### src/rtl/vc4_ilv_pkg.sv
// Shared types and defaults for the VC-4 interleaver.
// Assumes one overhead column at column 0, followed by stuff columns, then the lanes.
package vc4_ilv_pkg;
    typedef enum logic [1:0] {
        RG_POH   = 2'd0,
        RG_STUFF = 2'd1,
        RG_TUG   = 2'd2
    } col_region_e;

    parameter int DEF_DATA_W     = 8;
    parameter int DEF_ROWS       = 9;
    parameter int DEF_N_TUG      = 3;
    parameter int DEF_TUG_COLS   = 86;
    parameter int DEF_STUFF_COLS = 2;
endpackage

### src/rtl/vc4_pos_ctr.sv
// Row/column scan counter for the VC-4 frame.
// Advances one column per accepted byte and wraps row and frame. Holds on a stall.
module vc4_pos_ctr #(
    parameter int ROWS  = 9,
    parameter int COLS  = 261,
    parameter int ROW_W = 4,
    parameter int COL_W = 9
) (
    input  logic             clk,
    input  logic             rst_n,
    input  logic             adv,
    output logic [ROW_W-1:0] row,
    output logic [COL_W-1:0] col
);
    localparam logic [ROW_W-1:0] LAST_ROW = ROW_W'(ROWS - 1);
    localparam logic [COL_W-1:0] LAST_COL = COL_W'(COLS - 1);

    // Step the scan position on each accepted byte.
    always_ff @(posedge clk) begin
        if (!rst_n) begin
            row <= '0;
            col <= '0;
        end else if (adv) begin
            if (col == LAST_COL) begin
                col <= '0;
                row <= (row == LAST_ROW) ? '0 : row + 1'b1;
            end else begin
                col <= col + 1'b1;
            end
        end
    end
endmodule

### src/rtl/vc4_lane_sched.sv
// Decodes the column region and rotates the lane whose turn it is.
// Assumes the lane count divides the interleaved column count. The lane also clears at row end.
module vc4_lane_sched
    import vc4_ilv_pkg::*;
#(
    parameter int N_TUG     = 3,
    parameter int LEAD_COLS = 3,
    parameter int COLS      = 261,
    parameter int COL_W     = 9,
    parameter int LANE_W    = 2
) (
    input  logic              clk,
    input  logic              rst_n,
    input  logic              adv,
    input  logic [COL_W-1:0]  col,
    output col_region_e       region,
    output logic [LANE_W-1:0] lane,
    output logic              poh_ready,
    output logic [N_TUG-1:0]  tug_ready
);
    localparam logic [COL_W-1:0]  LEAD_C   = COL_W'(LEAD_COLS);
    localparam logic [COL_W-1:0]  LAST_COL = COL_W'(COLS - 1);
    localparam logic [LANE_W-1:0] LAST_LN  = LANE_W'(N_TUG - 1);

    // Classify the current column.
    always_comb begin
        if (col == '0)          region = RG_POH;
        else if (col < LEAD_C)  region = RG_STUFF;
        else                    region = RG_TUG;
    end

    // Rotate the lane after each interleaved byte and clear it at row end.
    always_ff @(posedge clk) begin
        if (!rst_n) begin
            lane <= '0;
        end else if (adv) begin
            if (col == LAST_COL)       lane <= '0;
            else if (region == RG_TUG) lane <= (lane == LAST_LN) ? '0 : lane + 1'b1;
        end
    end

    assign poh_ready = (region == RG_POH);

    genvar g;
    generate
        for (g = 0; g < N_TUG; g++) begin : g_rdy
            // Offer ready to lane g only on its own column.
            assign tug_ready[g] = (region == RG_TUG) && (lane == LANE_W'(g));
        end
    endgenerate

    // at most one source is offered ready in any cycle.
    assert_one_ready_R5: assert property (@(posedge clk) disable iff (!rst_n)
        $onehot0({poh_ready, tug_ready}));

    // nothing is consumed during the stuff columns.
    assert_stuff_idle_R3: assert property (@(posedge clk) disable iff (!rst_n)
        (region == RG_STUFF) |-> (!poh_ready && tug_ready == '0));
endmodule

### src/rtl/vc4_byte_mux.sv
// Selects the byte for the current column and reports whether it is available.
// Stuff columns are always available and carry the fixed stuff value.
module vc4_byte_mux
    import vc4_ilv_pkg::*;
#(
    parameter int          DATA_W     = 8,
    parameter int          N_TUG      = 3,
    parameter int          LANE_W     = 2,
    parameter logic [7:0]  STUFF_BYTE = 8'h00
) (
    input  col_region_e              region,
    input  logic [LANE_W-1:0]        lane,
    input  logic [DATA_W-1:0]        poh_data,
    input  logic                     poh_valid,
    input  logic [N_TUG*DATA_W-1:0]  tug_data,
    input  logic [N_TUG-1:0]         tug_valid,
    output logic [DATA_W-1:0]        sel_byte,
    output logic                     sel_ok
);
    // Route the due source to the output and flag its presence.
    always_comb begin
        case (region)
            RG_POH: begin
                sel_byte = poh_data;
                sel_ok   = poh_valid;
            end
            RG_STUFF: begin
                sel_byte = DATA_W'(STUFF_BYTE);
                sel_ok   = 1'b1;
            end
            default: begin
                sel_byte = tug_data[lane*DATA_W +: DATA_W];
                sel_ok   = tug_valid[lane];
            end
        endcase
    end
endmodule

### src/rtl/vc4_tug3_interleaver.sv
// Top: builds a VC-4 row by row from one overhead column, the stuff columns
// and three byte-interleaved TUG-3 lanes. Stalls whenever the due source is absent.
// The output is registered: one cycle from acceptance to out_valid.
module vc4_tug3_interleaver
    import vc4_ilv_pkg::*;
#(
    parameter int DATA_W     = DEF_DATA_W,
    parameter int ROWS       = DEF_ROWS,
    parameter int N_TUG      = DEF_N_TUG,
    parameter int TUG_COLS   = DEF_TUG_COLS,
    parameter int STUFF_COLS = DEF_STUFF_COLS
) (
    input  logic                     clk,
    input  logic                     rst_n,
    input  logic [DATA_W-1:0]        poh_data,
    input  logic                     poh_valid,
    output logic                     poh_ready,
    input  logic [N_TUG*DATA_W-1:0]  tug_data,
    input  logic [N_TUG-1:0]         tug_valid,
    output logic [N_TUG-1:0]         tug_ready,
    output logic [DATA_W-1:0]        out_data,
    output logic                     out_valid,
    output logic                     out_sof,
    output logic [$clog2(ROWS)-1:0]  out_row,
    output logic [$clog2(1+STUFF_COLS+N_TUG*TUG_COLS)-1:0] out_col
);
    localparam int LEAD_COLS = 1 + STUFF_COLS;
    localparam int COLS      = LEAD_COLS + N_TUG * TUG_COLS;
    localparam int ROW_W     = $clog2(ROWS);
    localparam int COL_W     = $clog2(COLS);
    localparam int LANE_W    = (N_TUG > 1) ? $clog2(N_TUG) : 1;
    localparam logic [COL_W-1:0] STUFF_LO = COL_W'(1);
    localparam logic [COL_W-1:0] STUFF_HI = COL_W'(LEAD_COLS - 1);
    localparam logic [COL_W-1:0] LAST_COL = COL_W'(COLS - 1);

    logic [ROW_W-1:0]  cur_row;
    logic [COL_W-1:0]  cur_col;
    logic [LANE_W-1:0] cur_lane;
    col_region_e       cur_region;
    logic [DATA_W-1:0] sel_byte;
    logic              adv;

    vc4_pos_ctr #(.ROWS(ROWS), .COLS(COLS), .ROW_W(ROW_W), .COL_W(COL_W)) u_pos (
        .clk(clk), .rst_n(rst_n), .adv(adv), .row(cur_row), .col(cur_col)
    );

    vc4_lane_sched #(.N_TUG(N_TUG), .LEAD_COLS(LEAD_COLS), .COLS(COLS),
                     .COL_W(COL_W), .LANE_W(LANE_W)) u_sched (
        .clk(clk), .rst_n(rst_n), .adv(adv), .col(cur_col),
        .region(cur_region), .lane(cur_lane),
        .poh_ready(poh_ready), .tug_ready(tug_ready)
    );

    vc4_byte_mux #(.DATA_W(DATA_W), .N_TUG(N_TUG), .LANE_W(LANE_W),
                   .STUFF_BYTE(8'h00)) u_mux (
        .region(cur_region), .lane(cur_lane),
        .poh_data(poh_data), .poh_valid(poh_valid),
        .tug_data(tug_data), .tug_valid(tug_valid),
        .sel_byte(sel_byte), .sel_ok(adv)
    );

    // Register the accepted byte together with its position and frame-start strobe.
    always_ff @(posedge clk) begin
        if (!rst_n) begin
            out_valid <= 1'b0;
            out_sof   <= 1'b0;
            out_data  <= '0;
            out_row   <= '0;
            out_col   <= '0;
        end else begin
            out_valid <= adv;
            out_sof   <= adv && (cur_row == '0) && (cur_col == '0);
            if (adv) begin
                out_data <= sel_byte;
                out_row  <= cur_row;
                out_col  <= cur_col;
            end
        end
    end

    // a stall leaves the scan position where it was.
    assert_stall_hold_R6: assert property (@(posedge clk) disable iff (!rst_n)
        !adv |=> ($stable(cur_col) && $stable(cur_row)));

    // the last column is followed by column 0.
    assert_row_wrap_R7: assert property (@(posedge clk) disable iff (!rst_n)
        (adv && cur_col == LAST_COL) |=> (cur_col == '0));

    // the frame-start strobe marks only a valid byte at row 0, column 0.
    assert_sof_pos_R8: assert property (@(posedge clk) disable iff (!rst_n)
        out_sof |-> (out_valid && out_row == '0 && out_col == '0));

    // bytes emitted on the stuff columns are zero.
    assert_stuff_zero_R3: assert property (@(posedge clk) disable iff (!rst_n)
        (out_valid && out_col >= STUFF_LO && out_col <= STUFF_HI) |-> (out_data == '0));

    // an output byte always follows an accepted byte.
    assert_out_follows_R9: assert property (@(posedge clk) disable iff (!rst_n)
        out_valid |-> $past(adv));
endmodule

### config.mk
export PLATFORM = sky130hd
export DESIGN_NAME = vc4_tug3_interleaver
export DESIGN_NICKNAME = d
export VERILOG_FILES = /design/src/rtl/vc4_ilv_pkg.sv /design/src/rtl/vc4_pos_ctr.sv /design/src/rtl/vc4_lane_sched.sv /design/src/rtl/vc4_byte_mux.sv /design/src/rtl/vc4_tug3_interleaver.sv
export SDC_FILE = /design/constraint.sdc
export NUM_CORES = 1
export LEC_CHECK = 0
export BUFFER_PORTS_ARGS = -buffer_cell sky130_fd_sc_hd__buf_2
export CORE_MARGIN = 5
export CORE_UTILIZATION = 30
export CTS_CLUSTER_DIAMETER = 150
export DETAILED_ROUTE_END_ITERATION = 12
export HOLD_SLACK_MARGIN = 0.02
export REMOVE_ABC_BUFFERS = 1
export SLEW_MARGIN = 25
export SYNTH_ARGS = -nofsm -noshare
export SYNTH_HDL_FRONTEND = slang
export SYNTH_SLANG_ARGS = --single-unit
### constraint.sdc
create_clock -name clk -period 2 [get_ports clk]
set_clock_uncertainty 0.2 [all_clocks]
set_input_delay 0.4 -clock clk [delete_from_list [all_inputs] [get_ports clk]]
set_output_delay 0.4 -clock clk [all_outputs]
set_load 0.01 [all_outputs]
==> flow_metrics.env, run 1 <==
export IMPL_status="finished, violations left"
export IMPL_violations="setup timing"
export IMPL_muxShareOfSynthArea=0.1236
export IMPL_rsz0062_at_grt="true"
export IMPL_maxSlewHeadroom=0.6546
export IMPL_yosys_area_top_type="dfxtp_1"
export IMPL_layout_commonest_cell="buf_2"
export IMPL_clock_latency_ns=0.30
export IMPL_ys_async_sr_fraction=0
export IMPL_yosys_area_top_type_share=0.3478
export IMPL_yosysSeqAreaShare=0.3478
export IMPL_setup_viol=14
export IMPL_syn_inst=250
export IMPL_gp_congestion=0.8409
export IMPL_yosys_register_bits=38
export IMPL_dr_pass1_iters=4
export IMPL_yosys_area_share_adder=0.02288
export IMPL_routed_top_layer="met4"
export IMPL_internal_power_mw=2.185
export IMPL_fmax_mhz=474.8
export IMPL_layout_setup_ws_ns=-0.1062
export IMPL_synthXorXnorAreaFrac=0
export IMPL_crit_type="reg2out"
export IMPL_antenna_cells=0
export IMPL_h_tree_depth=2
export IMPL_ant_nets=0
export IMPL_worstMarginPinSlew_ns=0.5181
export IMPL_fin_setup_tns_ns=-0.5652
export IMPL_antenna_found_initial=0
export IMPL_worstRegToRegCells=6
export IMPL_synth_top_family_by_area="compound AO/OA/AOI/OAI gates"
export IMPL_p_clk_frac=0.246
export IMPL_max_cap_violations=0
export IMPL_power_total_mw=3.315
export IMPL_leakagePower_nw=1.469
export IMPL_start_util=0.3048
export IMPL_synth_area_per_cell_sq_um=8.748
export IMPL_fin_area_sq_mm=0.003277
export IMPL_routed_wl_um=6870
export IMPL_first_global_vias=2274
export IMPL_required_ns=1.40
export IMPL_grt_ovfl_total=0
export IMPL_cp_max_fo=3
export IMPL_hold_depth=3
export IMPL_yosys_area_share_simple=0.2122
export IMPL_synth_area_top_cells="dfxtp_1 (35%), mux2i_1 (12%), nand2_1 (7.9%)"
export IMPL_grt_max_degree=44
export IMPL_worst_setup_path_start_kind="flip-flop"
export IMPL_slew_viol_final=0
export IMPL_cts_tree="yes"
export IMPL_vias=2253
export IMPL_synth_compound_area_share=0.2340
export IMPL_via_per_inst=4.996
export IMPL_p_sw_frac=0.3408
export IMPL_grt_pass1_wl_um=10900
export IMPL_clock_sinks=38
export IMPL_die_width_um=95.39
export IMPL_period_share=1.053
export IMPL_wl_met3_um=540
export IMPL_ios=65
export IMPL_hp_class="in2reg"
export IMPL_vdd_ir_drop_max_v=0.0004150
export IMPL_power_density_mw_per_mm2=1012
export IMPL_crit_path_end_kind="output pin"
export IMPL_grtUsageTotal=0.1521
export IMPL_yosysUniqueCellTypes=54
export IMPL_seq_power_share=0.276
export IMPL_cts_made_buffers=5
export IMPL_final_nets=393
export IMPL_die_area_sq_mm=0.009098
export IMPL_synth_edf_count=0
export IMPL_clockBufferDepth=2
export IMPL_ys_dominant_reg_cell="dfxtp_1"
export IMPL_dpl_instance_area_sq_mm=0.002786
export IMPL_min_period_ns=2.106
export IMPL_core_area_sq_mm=0.007176
export IMPL_wire_per_inst_um=15.23
export IMPL_wl_met2_um=3306
export IMPL_power_switching_mw=1.130
export IMPL_rows=31
export IMPL_synthToLayoutAreaGrowth_pct=49.83
export IMPL_drive_gt1_frac=0.4517
export IMPL_drt_iter0_markers=115
export IMPL_portBuffers=64
export IMPL_wl_met1_um=2928
export IMPL_dpl_hpwl_um=4982
export IMPL_final_cell_mix="buf_2 (62), nand2_1 (45), buf_4 (41)"
export IMPL_arrival_ns=1.51
export IMPL_remaining_drc_errors=0
export IMPL_root_buffer="clkbuf_8"
export IMPL_fillers=694
export IMPL_hold_viol_final=0
export IMPL_die_y_um=95.39
export IMPL_syn_area_sq_mm=0.002187
export IMPL_combPwrFrac=0.478
export IMPL_path_clk_slew_ns=0.09
export IMPL_synth_warnings=0
Yosys cell counts, types with 2 or more instances:
library cell and n:
inv_1 11, mux2i_1 27, nor2_1 2, o211ai_1 13, nand2b_1 5, clkbuf_1 12
nand3_1 3, o22ai_1 2, o2bb2ai_1 8, nor3b_1 2, and2_1 2, dfxtp_1 38
or4_1 4, nand3b_1 3, buf_2 2, buf_6 2, o32ai_1 4, nor3_1 2
o311ai_0 4, a21oi_1 9, nand4_1 3, a22oi_1 7, ha_1 4, o21ai_0 5
and3_1 2, nand2_1 46
routing by layer:
layer / global-route usage / up-vias
met3: 0.03631 / 10
met5: 0 / -
li1: - / 1138
met1: 0.1778 / 1035
met2: 0.2665 / 70
met4: 0.06043 / 0
kinds of logic after synthesis:
family | after synthesis
simple gates | 86
buf+inv | 29
mux | 27
flops | 38
fa+ha+maj | 4
compound gates | 66
power by group through the flow:
stage | registers [mW] | clock network [mW] | logic (mW)
finish | 0.915 | 0.815 | 1.58
global route | 0.928 | 0.865 | 1.71
CTS | 0.909 | 0.833 | 1.43
detailed placement | 0.918 | 0 | 1.12
global placement | 0.918 | 0 | 1.10
floorplan | 0.968 | 0 | 0.597
metrics by stage:
| step | utilization | cells | hold slack (ns) | setup slack, ns |
|---|---|---|---|---|
| floorplan | - | 233 | 0.2317 | -0.3145 |
| finish | 0.4567 | 451 | 0.2259 | -0.1062 |
| global route | 0.4567 | 451 | 0.2501 | -0.1573 |
| detailed placement | 0.3883 | 428 | 0.2452 | -0.1434 |
| CTS | 0.4412 | 445 | 0.2110 | -0.1126 |
| global placement | 0.3883 | 428 | 0.2459 | -0.08340 |
critical path, cell delays in order, from the launching register on:
cell      delay [ns]
dfxtp_2         0.33
inv_2           0.06
ha_4            0.13
buf_4           0.10
nor4b_4         0.20
buf_4           0.17
nand2_4         0.07
clkinv_4        0.05
buf_6           0.09
final timing paths:
kind / endpoint / startpoint / slack (ns)
hold reg to reg: out_col[6] / out_col[6] / 0.26
setup reg to reg: u_pos.col[6] / u_pos.col[1] / -0.03
hold / removal: out_data[2] / poh_data[2] / 0.23
setup / recovery: poh_ready / u_pos.col[1] / -0.11
sequential cells by signal, summed over array words and instances (netlist names):
register	count
out_col	9
u_pos.col	9
out_data	8
out_row	4
u_pos.row	4
u_sched.lane	2
out_sof	1
out_valid	1
area by class of cell:
class	instances	area, sq um	share of cell area
Multi-Input combinational cell	183	1458	0.4448
Sequential cell	38	768.2	0.2344
Timing Repair Buffer	111	734.5	0.2241
Tap cell	99	123.9	0.03780
Clock buffer	6	82.58	0.02520
Clock inverter	2	60.06	0.01833
Inverter	12	50.05	0.01527
repair_timing:
item                                    CTS  global route
buffers inserted                          9             6
gates resized for setup                  34            18
pin swaps                                15             8
endpoints found under the setup margin   33            25
hold buffers                              0             0
No activity file was read; power rests on OpenSTA's default activity.
==> run 2: changes to the inputs <==
--- a/config.mk
+++ b/config.mk
@@ -15,4 +15,5 @@
 export SLEW_MARGIN = 25
 export SYNTH_ARGS = -nofsm -noshare
 export SYNTH_HDL_FRONTEND = slang
+export SYNTH_HIERARCHICAL = 1
 export SYNTH_SLANG_ARGS = --single-unit
==> flow_metrics.env, run 2 <==
export IMPL_status="finished, violations left"
export IMPL_violations="setup timing"
export IMPL_r2r_setup_slack_ns=-0.46
export IMPL_clock_latency_ns=0.29
export IMPL_layout_commonest_cell="buf_2"
export IMPL_cts_made_buffers=5
export IMPL_timing_rr_end="u_pos/row[3]"
export IMPL_rr_startpoint="u_pos/col[2]"
export IMPL_die_area_sq_mm=0.008641
export IMPL_setup_viol=42
export IMPL_grt_ovfl_total=0
export IMPL_vdd_ir_drop_max_v=0.0004969
export IMPL_yosys_area_top_type_share=0.3685
export IMPL_die_width_um=92.96
export IMPL_max_stage_delay_ns=0.40
export IMPL_dpl_hpwl_um=4056
export IMPL_synth_edf_count=0
export IMPL_dr_pass1_iters=4
export IMPL_syn_area_sq_mm=0.002064
export IMPL_ys_dominant_reg_cell="dfxtp_1"
export IMPL_fin_setup_tns_ns=-14.08
export IMPL_min_period_ns=2.459
export IMPL_cts_tree="yes"
export IMPL_min_from="rst_n"
export IMPL_wire_per_inst_um=14.24
export IMPL_synth_commonest_cells="dfxtp_1 (38), mux2i_1 (31), nor2b_1 (21), nand2_1 (15), o21ai_1 (8)"
export IMPL_required_ns=2.03
export IMPL_crit_type="reg2reg"
export IMPL_max_cap_violations=0
export IMPL_grt_max_degree=16
export IMPL_yosys_area_share_simple=0.2485
export IMPL_seq_power_share=0.268
export IMPL_drive_gt1_frac=0.4361
export IMPL_hold_depth=2
export IMPL_core_area_sq_mm=0.006756
export IMPL_crit_path_end_kind="flip-flop"
export IMPL_worstMarginPinSlew_ns=0.3724
export IMPL_root_buffer="clkbuf_8"
export IMPL_remaining_drc_errors=0
export IMPL_grtUsageTotal=0.1365
export IMPL_yosys_area_share_adder=0.02424
export IMPL_cp_max_fo=7
export IMPL_p_sw_frac=0.3292
export IMPL_fmax_mhz=406.6
export IMPL_rsz0062_at_grt="true"
export IMPL_ios=65
export IMPL_dp_cells=382
export IMPL_power_switching_mw=1.142
export IMPL_leakagePower_nw=1.366
export IMPL_first_global_vias=2033
export IMPL_hold_viol_final=0
export IMPL_drt_iter0_markers=63
export IMPL_final_cell_mix="buf_2 (64), buf_4 (35), dfxtp_1 (34)"
export IMPL_synth_most_common_cell="dfxtp_1"
export IMPL_hp_class="in2reg"
export IMPL_crit_slowest_cell="or4_1"
export IMPL_p_clk_frac=0.233
export IMPL_cp_buffers_inverters=3
export IMPL_vias=1999
export IMPL_yosysSeqAreaShare=0.3685
export IMPL_rows=30
export IMPL_gp_congestion=0.7399
export IMPL_final_nets=362
export IMPL_yosysUniqueCellTypes=51
export IMPL_yosys_area_top_type="dfxtp_1"
export IMPL_clockBufferDepth=2
export IMPL_yosys_register_bits=38
export IMPL_top_regs="out_col (9), u_pos/col (9), out_data (8)"
export IMPL_antenna_found_initial=0
export IMPL_maxSlewHeadroom=0.7515
export IMPL_cp_cell_sequence="nor4_4 -> and3_4 -> inv_4 -> nand2b_4 -> a211oi_2 -> a311oi_4 -> buf_6 -> buf_4 -> nand3b_1 -> or4_1 -> nand4_1"
export IMPL_synth_compound_area_share=0.1388
export IMPL_synthToLayoutAreaGrowth_pct=46.61
export IMPL_synthXorXnorAreaFrac=0.01273
export IMPL_die_y_um=92.96
export IMPL_ant_nets=0
export IMPL_routed_wl_um=5712
export IMPL_synth_area_top_cells="dfxtp_1 (37%), mux2i_1 (15%), nor2b_1 (6.4%)"
export IMPL_worst_setup_path_start_kind="flip-flop"
export IMPL_syn_inst=217
export IMPL_grt_pass1_wl_um=9556
export IMPL_ys_async_sr_fraction=0
export IMPL_fillers=677
export IMPL_worstRegToRegCells=11
export IMPL_period_share=1.230
export IMPL_synth_area_per_cell_sq_um=9.514
export IMPL_layout_setup_ws_ns=-0.4595
export IMPL_portBuffers=64
export IMPL_clock_sinks=38
export IMPL_antenna_cells=0
export IMPL_via_per_inst=4.985
export IMPL_path_clk_slew_ns=0.08
export IMPL_h_tree_depth=2
export IMPL_arrival_ns=2.49
export IMPL_muxShareOfSynthArea=0.1503
export IMPL_hold_end="out_col[8]"
export IMPL_stdcell_count=401
export IMPL_internal_power_mw=2.327
export IMPL_slew_viol_final=0
export IMPL_combPwrFrac=0.499
export IMPL_power_density_mw_per_mm2=1146
export IMPL_synth_warnings=6
export IMPL_start_util=0.3056
export IMPL_cpLargestDelayFamily="simple AND/OR/NAND/NOR gates"
export IMPL_synth_top_family_by_area="simple AND/OR/NAND/NOR gates"
run 2: cell types whose count changed in the layout (fill, tap and decap cells not counted), sizes merged, moves of 4 or more:
cell / before / now
a21oi: 10 / 5
buf: 111 / 106
mux2i: 27 / 31
nand2: 46 / 15
nor2: 2 / 6
nor2b: 1 / 21
o211ai: 14 / 4
o21ai: 8 / 12
o2bb2ai: 8 / 0
or4: 5 / 1
run 2: repair_timing:
item	CTS	global route
endpoints found under the setup margin	42	42
gates resized for setup	21	11
cloned	0	1
setup buffers	8	3
pin swaps	13	4
hold buffers	0	0
run 2: power by group through the flow:
stage	Sequential, mW	Clock [mW]	Combinational, mW
after global placement	0.939	0	1.36
after global routing	0.946	0.855	1.89
after CTS	0.930	0.823	1.63
after floorplan	1.00	0	0.674
after detailed placement	0.942	0	1.38
final	0.930	0.807	1.73
run 2: final cells by class:
type                    count  area [sq um]  share of cell area
flip-flops and latches     38         765.7              0.2530
well taps                  80         100.1             0.03307
inverters                   8         32.53             0.01075
clock inverters             2         60.06             0.01984
multi-input cells         160          1281              0.4233
clock buffers               6         82.58             0.02728
repair buffers            107         704.4              0.2327
run 2: logic make-up after synthesis:
family                     Yosys count
adders and majority gates            4
AOI/OAI and AO/OA                   42
muxes                               31
and+or+nand+nor                     80
DFF                                 38
buffers and inverters               19
xor gates and xnor gates             3
run 2: stage by stage:
step	util	worst slack (ns)	power, mW	hold slack, ns	area [sq um]
6_report	0.4480	-0.4595	3.470	0.2932	3027
5_1_grt	0.4480	-0.6147	3.691	0.3033	3027
4_1_cts	0.4367	-0.3996	3.382	0.2990	2950
3_5_place_dp	0.3930	-0.6260	2.320	0.2972	2655
3_3_place_gp	0.3930	-0.5663	2.302	0.2925	2655
2_1_floorplan	-	-3.671	1.676	0.2918	1977
run 2: worst reg2reg max path: stages, from the launching register on:
cell and delay (ns):
dfxtp_2 0.34, nor4_4 0.29, and3_4 0.25, inv_4 0.06
nand2b_4 0.07, a211oi_2 0.06, a311oi_4 0.31, buf_6 0.17
buf_4 0.13, nand3b_1 0.06, or4_1 0.40, nand4_1 0.08
run 2: worst max-delay path by stage:
stage                 startpoint            to  slack [ns]  cells after the start
finish              u_pos/col[2]  u_pos/row[3]       -0.46                     11
global route        u_pos/col[2]  u_pos/col[7]       -0.61                      9
CTS                 u_pos/col[7]  u_pos/col[7]       -0.40                     10
detailed placement  u_pos/col[4]  u_pos/col[8]       -0.63                      8
global placement    u_pos/col[4]  u_pos/col[8]       -0.57                      8
floorplan           u_pos/col[4]  u_pos/col[5]       -3.67                      9
run 2: routing by layer:
metal | GRT usage | share of wire | up-vias
met1 | 0.1675 | 0.45 | 924
met5 | 0 | 0 | -
met2 | 0.2328 | 0.46 | 64
li1 | - | - | 1004
met4 | 0.03907 | 0.0096 | 0
met3 | 0.03737 | 0.081 | 7
==> run 3: changes to the inputs <==
--- a/config.mk
+++ b/config.mk
@@ -6,11 +6,13 @@
 export NUM_CORES = 1
 export LEC_CHECK = 0
 export BUFFER_PORTS_ARGS = -buffer_cell sky130_fd_sc_hd__buf_2
+export CORE_ASPECT_RATIO = 1.2
 export CORE_MARGIN = 5
-export CORE_UTILIZATION = 30
+export CORE_UTILIZATION = 46
 export CTS_CLUSTER_DIAMETER = 150
 export DETAILED_ROUTE_END_ITERATION = 12
 export HOLD_SLACK_MARGIN = 0.02
+export PLACE_DENSITY = 0.76
 export REMOVE_ABC_BUFFERS = 1
 export SLEW_MARGIN = 25
 export SYNTH_ARGS = -nofsm -noshare
==> flow_metrics.env, run 3 (synthesis gave the netlist of run 2 again) <==
export IMPL_timing_rr_end="out_data[6]"
export IMPL_hold_depth=2
export IMPL_met2_usage=0.2993
export IMPL_gp_congestion=0.7613
export IMPL_root_buffer="clkbuf_8"
export IMPL_drive_gt1_frac=0.4241
export IMPL_clockBufferDepth=2
export IMPL_cp_buffers_inverters=4
export IMPL_crit_path_frequent_cell="buf_4"
export IMPL_hp_class="in2reg"
export IMPL_routed_wl_um=5284
export IMPL_status="finished, violations left"
export IMPL_worst_setup_path_start_kind="flip-flop"
export IMPL_required_ns=1.98
export IMPL_maxSlewHeadroom=0.7927
export IMPL_drt_iter0_markers=59
export IMPL_worstRegToRegCells=11
export IMPL_die_area_sq_mm=0.005933
export IMPL_wire_per_inst_um=13.94
export IMPL_cp_max_fo=6
export IMPL_leakagePower_nw=1.374
export IMPL_path_clk_slew_ns=0.07
export IMPL_cts_tree="yes"
export IMPL_remaining_drc_errors=0
export IMPL_clock_latency_ns=0.29
export IMPL_start_util=0.4808
export IMPL_met3_usage=0.05676
export IMPL_internal_power_mw=2.360
export IMPL_first_global_vias=1944
export IMPL_h_tree_depth=2
export IMPL_layout_commonest_cell="buf_2"
export IMPL_core_area_sq_mm=0.004294
export IMPL_power_switching_mw=1.107
export IMPL_worstMarginPinSlew_ns=0.3091
export IMPL_slew_viol_final=0
export IMPL_final_cell_mix="buf_2 (64), buf_4 (38), dfxtp_1 (36)"
export IMPL_use_met1=0.1956
export IMPL_arrival_ns=2.38
export IMPL_via_per_inst=5.317
export IMPL_vias=2015
export IMPL_die_y_um=83.39
export IMPL_cts_hold_buf=0
export IMPL_p_clk_frac=0.231
export IMPL_cp_cell_sequence="nor4_4 -> and3_4 -> o21a_1 -> nor3_2 -> a311oi_4 -> buf_6 -> buf_4 -> buf_12 -> buf_4 -> mux2i_1 -> nor2b_1"
export IMPL_top_regs="out_col (9), u_pos/col (9), out_data (8)"
export IMPL_antenna_found_initial=0
export IMPL_clock_sinks=38
export IMPL_portBuffers=64
export IMPL_crit_path_end_kind="flip-flop"
export IMPL_layout_setup_ws_ns=-0.3994
export IMPL_rows=26
export IMPL_ios=65
export IMPL_max_cap_violations=0
export IMPL_p_sw_frac=0.3194
export IMPL_dpl_hpwl_um=3764
export IMPL_cpLargestDelayFamily="simple AND/OR/NAND/NOR gates"
export IMPL_grt_ovfl_total=0
export IMPL_rsz0062_at_grt="true"
export IMPL_violations="setup timing"
export IMPL_seq_power_share=0.266
export IMPL_rr_startpoint="u_pos/col[7]"
export IMPL_crit_type="reg2reg"
export IMPL_final_nets=364
export IMPL_dr_pass1_iters=4
export IMPL_busiest_layer="met2"
export IMPL_min_period_ns=2.399
export IMPL_combPwrFrac=0.503
export IMPL_setup_viol=41
export IMPL_hold_viol_final=0
export IMPL_antenna_cells=0
export IMPL_period_share=1.200
export IMPL_grt_max_degree=18
export IMPL_grt_pass1_wl_um=8631
export IMPL_grtUsageTotal=0.1737
export IMPL_min_from="rst_n"
export IMPL_synthToLayoutAreaGrowth_pct=43.82
export IMPL_max_stage_delay_ns=0.34
export IMPL_power_total_mw=3.467
export IMPL_cp_num_cells=11
export IMPL_r2r_setup_slack_ns=-0.40
export IMPL_power_density_mw_per_mm2=1168
export IMPL_cts_made_buffers=5
export IMPL_crit_slowest_cell="dfxtp_2"
export IMPL_fmax_mhz=416.8
export IMPL_die_width_um=71.16
export IMPL_hold_end="out_col[7]"
export IMPL_ant_nets=0
export IMPL_hold_ws_ns=0.2759
export IMPL_vdd_ir_drop_max_v=0.0005835
## run 3: cell count changes in the layout (fill, tap and decap cells not counted), moves of 2 or more
cell,change
dfxtp_1,+2
buf_6,-2
dfxtp_2,-2
mux2i_1,+2
buf_4,+3
mux2i_2,-2
nor3_2,+2
## run 3: area by class of cell
| cell class | count | area (sq um) |
|---|---|---|
| Clock buffer | 6 | 82.58 |
| Clock inverter | 2 | 60.06 |
| Fill cell | 351 | 1325 |
| Inverter | 8 | 32.53 |
| Multi-Input combinational cell | 160 | 1246 |
| Sequential cell | 38 | 763.2 |
| Tap cell | 56 | 70.07 |
| Timing Repair Buffer | 109 | 714.4 |
## run 3: worst max path at each step
stage | from | to | slack (ns)
finish | u_pos/col[7] | out_data[6] | -0.40
global route | u_pos/col[7] | u_pos/row[3] | -0.56
CTS | u_pos/col[7] | u_pos/row[3] | -0.38
detailed placement | u_pos/col[4] | u_pos/col[8] | -0.60
global placement | u_pos/col[4] | u_pos/row[3] | -0.48
floorplan | u_pos/col[4] | u_pos/col[5] | -3.67
## run 3: worst reg2reg max path, stage by stage, from the launching register on
cell and delay, ns:
dfxtp_2 0.34, nor4_4 0.28, and3_4 0.24, o21a_1 0.17
nor3_2 0.07, a311oi_4 0.21, buf_6 0.16, buf_4 0.12
buf_12 0.11, buf_4 0.12, mux2i_1 0.19, nor2b_1 0.07
## run 3: power groups by stage
| stage | Clock [mW] | Sequential [mW] | Combinational (mW) |
|---|---|---|---|
| final | 0.800 | 0.923 | 1.74 |
| after global routing | 0.846 | 0.943 | 1.88 |
| after CTS | 0.814 | 0.922 | 1.52 |
| after detailed placement | 0 | 0.938 | 1.35 |
| after global placement | 0 | 0.937 | 1.34 |
| after floorplan | 0 | 1.00 | 0.674 |
## run 3: routing by layer
layer | vias to the layer above | share of wire
li1 | 1000 | -
met1 | 918 | 0.42
met2 | 89 | 0.47
met3 | 8 | 0.094
met4 | 0 | 0.016
met5 | - | 0
## run 3: repair_timing
item / 4_1_cts / 5_1_grt
setup endpoints to repair: 42 / 42
pin swaps: 8 / 3
resized for setup: 13 / 8
buffers inserted: 9 / 6
hold endpoints to repair: 0 / 0
## run 3: metrics by stage
| step | area [sq um] | worst slack, ns | utilization | instances | setup TNS [ns] |
|---|---|---|---|---|---|
| 2_1_floorplan | 1977 | -3.671 | - | 206 | -116.98 |
| 3_3_place_gp | 2625 | -0.4806 | 0.6113 | 358 | -13.11 |
| 3_5_place_dp | 2625 | -0.5964 | 0.6113 | 358 | -16.76 |
| 4_1_cts | 2872 | -0.3815 | 0.6687 | 374 | -10.87 |
| 5_1_grt | 2969 | -0.5605 | 0.6914 | 379 | -18.41 |
| 6_report | 2969 | -0.3994 | 0.6914 | 379 | -12.20 |
